===== src/rtl/mdm_pkg.sv =====
package mdm_pkg;
  typedef enum logic {
    SRC_PINS = 1'b0,
    SRC_LOOP = 1'b1
  } mdm_src_e;
endpackage


===== src/rtl/mdm_src_sel.sv =====
module mdm_src_sel
  import mdm_pkg::*;
#(
  parameter int N_LINES = 4
) (
  input  logic [N_LINES-1:0] line_in,
  input  logic [N_LINES-1:0] loop_ctl,
  input  logic               loop_en,
  output logic [N_LINES-1:0] smp_o
);
  mdm_src_e sel;

  always_comb begin
    sel = loop_en ? SRC_LOOP : SRC_PINS;
    case (sel)
      SRC_LOOP: smp_o = loop_ctl;
      default:  smp_o = line_in;
    endcase
  end
endmodule


===== src/rtl/mdm_line_cell.sv =====
module mdm_line_cell (
  input  logic clk,
  input  logic rst_n,
  input  logic smp,
  input  logic rd_clr,
  output logic lvl_q,
  output logic dlt_q,
  output logic chg_o
);
  logic lvl_en, dlt_en, dlt_d;

  // next state
  always_comb begin
    chg_o  = smp ^ lvl_q;
    lvl_en = chg_o;
    dlt_en = chg_o | rd_clr;
    dlt_d  = chg_o | (dlt_q & ~rd_clr);
  end

  // registers
  always_ff @(posedge clk or negedge rst_n) begin
    if (!rst_n) begin
      lvl_q <= 1'b0;
      dlt_q <= 1'b0;
    end else begin
      if (lvl_en) lvl_q <= smp;
      if (dlt_en) dlt_q <= dlt_d;
    end
  end
endmodule


===== src/rtl/mdm_irq_req.sv =====
module mdm_irq_req (
  input  logic clk,
  input  logic rst_n,
  input  logic any_chg,
  input  logic rd_clr,
  output logic irq_q
);
  logic irq_en, irq_d;

  always_comb begin
    irq_en = any_chg | rd_clr;
    irq_d  = any_chg;
  end

  always_ff @(posedge clk or negedge rst_n) begin
    if (!rst_n)      irq_q <= 1'b0;
    else if (irq_en) irq_q <= irq_d;
  end
endmodule


===== src/rtl/mdm_status_det.sv =====
module mdm_status_det #(
  parameter int N_LINES = 4,
  localparam int STW    = 2 * N_LINES
) (
  input  logic               clk,
  input  logic               rst_n,
  input  logic [N_LINES-1:0] line_in,
  input  logic               loop_en,
  input  logic [N_LINES-1:0] loop_ctl,
  input  logic               rd_stb,
  output logic [STW-1:0]     status_o,
  output logic               irq_o
);
  logic [N_LINES-1:0] smp, lvl, dlt, chg;

  mdm_src_sel #(.N_LINES(N_LINES)) u_src (
    .line_in  (line_in),
    .loop_ctl (loop_ctl),
    .loop_en  (loop_en),
    .smp_o    (smp)
  );

  for (genvar i = 0; i < N_LINES; i++) begin : g_line
    mdm_line_cell u_cell (
      .clk    (clk),
      .rst_n  (rst_n),
      .smp    (smp[i]),
      .rd_clr (rd_stb),
      .lvl_q  (lvl[i]),
      .dlt_q  (dlt[i]),
      .chg_o  (chg[i])
    );
  end

  mdm_irq_req u_irq (
    .clk     (clk),
    .rst_n   (rst_n),
    .any_chg (|chg),
    .rd_clr  (rd_stb),
    .irq_q   (irq_o)
  );

  assign status_o = {lvl, dlt};
endmodule


===== config.mk =====
export PLATFORM = sky130hd
export DESIGN_NAME = mdm_status_det
export DESIGN_NICKNAME = d
export VERILOG_FILES = /design/src/rtl/mdm_pkg.sv /design/src/rtl/mdm_src_sel.sv /design/src/rtl/mdm_line_cell.sv /design/src/rtl/mdm_irq_req.sv /design/src/rtl/mdm_status_det.sv
export SDC_FILE = /design/constraint.sdc
export NUM_CORES = 1
export LEC_CHECK = 0
export CAP_MARGIN = 20
export CORE_MARGIN = 2
export CORE_UTILIZATION = 25
export CTS_CLUSTER_DIAMETER = 80
export CTS_CLUSTER_SIZE = 40
export DETAILED_ROUTE_END_ITERATION = 16
export HOLD_SLACK_MARGIN = 0.02
export PLACE_DENSITY_LB_ADDON = 0.15
export SYNTH_ARGS = -nofsm -noshare
export SYNTH_HDL_FRONTEND = slang
export SYNTH_SLANG_ARGS = --single-unit

===== constraint.sdc =====
create_clock -name clk -period 1 [get_ports clk]
set_input_delay 0.1 -clock clk [delete_from_list [all_inputs] [get_ports clk]]
set_output_delay 0.1 -clock clk [all_outputs]
set_load 0.03 [all_outputs]

==> flow_metrics.tcl <==
set metrics [dict create \
    hold_buffers 0 \
    vdd_drop_max_uv 494.6 \
    synth_area_per_cell_um2 11.16 \
    synthesis.nets 50 \
    synth_xor_area_frac 0.08260 \
    synthCells 38 \
    combPwrFrac 0.284 \
    fin_area_um2 605.6 \
    sw_frac_of_total 0.3066 \
    synthAdderAreaFrac 0 \
    area_delta_synth_final_pct 42.77 \
    fillers 168 \
    nNetsFinal 68 \
    slew_headroom 0.7176 \
    path_buf_inv 1 \
    endpoint_kind "output pin" \
    antennaDiodeCount 0 \
    path_delay_family "flip-flops" \
    final_core_util 0.3929 \
    wl_um 736 \
    tns_ns 0 \
    synthSimpleGateAreaFrac 0.03245 \
    ff_latch_area_um2 225.2 \
    core_area_um2 1541 \
    numCtsBuffers 3 \
    synth_compound_area_frac 0.06195 \
    layout.cells.non_filler 71 \
    dp.cells 67 \
    yosysSeqAreaShare 0.5310 \
    p_seq_frac 0.429 \
    dr.pass1.iters 1 \
    die_x_um 45.19 \
    yosysUniqueCellTypes 13 \
    crit_type "reg2out" \
    grt_pass1_vias 304 \
    drc 0 \
    clk_latency_ns 0.26 \
    io_buffers 20 \
    drive_gt1_frac 0.3091 \
    die_h_um 45.19 \
    clock_skew_ns 0.001350 \
    grt_usage 0.09098 \
    final.setup.worst_slack_ns 0.04899 \
    post_synth_instance_area_um2 424.2 \
    crit_fanout 2 \
    gp_congestion 0.5970 \
    p_int_mw 0.6913 \
    clock_power_share 0.287 \
    hold_violations 0 \
    period_share 0.9510 \
    yosys-mux-area-fraction 0.09735 \
    post-cts-setup-buffers 0 \
    worstPathArrival_ns 0.85 \
    holdWs_ns 0.1387 \
    vias 287 \
    power_mw 0.9970 \
    place_ws_ns -0.5186 \
    cp_data_required_time_ns 0.90 \
    powerDensity_nw_per_um2 1646 \
    finalSetupViolations 0 \
    ys_seq_elements 9 \
    critical-path-max-stage-delay_ns 0.41 \
    dpl_cell_area_um2 569.3 \
    multi_input_area_um2 127.6 \
    cts.path.max_buffers 2 \
    rows 14 \
    cts_htree_levels 1 \
    crit_start "g_line[3].u_cell.lvl_q$_DFFE_PN0P_" \
    dpl.hpwl_um 610.7 \
    clkTransAtPathRegs_ns 0.06 \
    final.min_clock_period_ns 0.9510 \
    grt_max_degree 10 \
    synth_top_family_by_area "buffers and inverters" \
    netSwitchingPower_mw 0.3057 \
    grt_pass1_wl_um 1255 \
    r2r-start "g_line[2].u_cell.lvl_q$_DFFE_PN0P_" \
    tritoncts "done" \
    tightest_slew_ns 0.4223 \
    status "complete, no violations" \
    yosys_warnings 0 \
    crit_path_start_kind "register" \
    io_pins 21 \
    wl_per_cell_um 10.37 \
    first_iter_violations 0 \
    fmax_ghz 1.052 \
    path_cells "buf_4" \
    antenna_found_initial 0 \
    drv_slew 0 \
    maxCapViolations 0 \
    layout_common_cells "clkdlybuf4s50_1 (10), buf_4 (10), dfrtp_1 (9)" \
    grt-ovfl-total 0 \
    cpMaxStageDelayCell "dfrtp_1" \
    drtAntennaViolNets 0 \
    die_area_um2 2042 \
    vias_per_cell 4.042 \
    cts.sinks 9 \
    p_leak_nw 0.2945 \
    cts_root_buffer "clkbuf_4" \
    grt_setup_unrepaired "no" \
    start_util 0.2752 \
    hold_path.class "in2async" \
]
## layer usage
layer / up-vias / global-route usage / share of wire
met1: 128 / 0.09406 / 0.41
met2: 15 / 0.1429 / 0.50
met5: - / 0 / 0
met4: 0 / 0.07059 / 0
li1: 144 / - / -
met3: 0 / 0.04000 / 0.095
## kinds of logic after synthesis
logic type / Yosys count
buffers and inverters: 14
DFF: 9
AOI/OAI and AO/OA: 4
xor gates and xnor gates: 4
muxes: 4
and+or+nand+nor: 3
## Yosys cell counts
library cell / instances / area [um^2]
buf_4: 8 / 60.06
mux2i_1: 3 / 30.03
nand2_1: 1 / 3.750
inv_1: 6 / 22.52
xnor2_1: 3 / 26.28
nand4_1: 1 / 6.260
dfrtp_1: 9 / 225.2
nor2_1: 1 / 3.750
mux2_2: 1 / 11.26
o21ai_0: 2 / 10.01
a21o_1: 1 / 7.510
xor2_1: 1 / 8.760
a21o_2: 1 / 8.760
## area by class of cell
cell class / count / area share
clock buffers: 4 / 0.04339
flip-flops and latches: 9 / 0.3719
multi-input cells: 15 / 0.2107
well taps: 16 / 0.03306
repair buffers: 21 / 0.3037
inverters: 6 / 0.03719
## registers in the layout (all words and copies together) (netlist names)
signal               cells
g_line.u_cell.dlt_q      4
u_irq.irq_q              1
g_line.u_cell.lvl_q      4
## repair_timing
| item | 4_1_cts | 5_1_grt |
|---|---|---|
| pin swaps | 0 | 0 |
| setup endpoints to repair | 6 | 2 |
| resized for setup | 1 | 2 |
## power by group through the flow
stage / Combinational [mW] / Sequential [mW] / Clock (mW)
after floorplan: 0.203 / 0.432 / 0
after global placement: 0.281 / 0.434 / 0
after detailed placement: 0.283 / 0.435 / 0
after CTS: 0.282 / 0.428 / 0.306
after global routing: 0.306 / 0.433 / 0.324
final: 0.283 / 0.428 / 0.286
## path summary, 6_finish.rpt
path	slack, ns	depth (start not counted)	to
worst min register to register	0.48	1	g_line[0].u_cell.dlt_q$_DFFE_PN0P_
worst max-delay path	0.05	1	status_o[7]
max in group asynchronous	0.57	1	g_line[0].u_cell.dlt_q$_DFFE_PN0P_
worst max register to register	0.13	3	u_irq.irq_q$_DFFE_PN0P_
worst min-delay path	0.14	1	g_line[1].u_cell.lvl_q$_DFFE_PN0P_
min in group clk	0.36	3	g_line[1].u_cell.lvl_q$_DFFE_PN0P_
(Power assumes the default switching activity.)
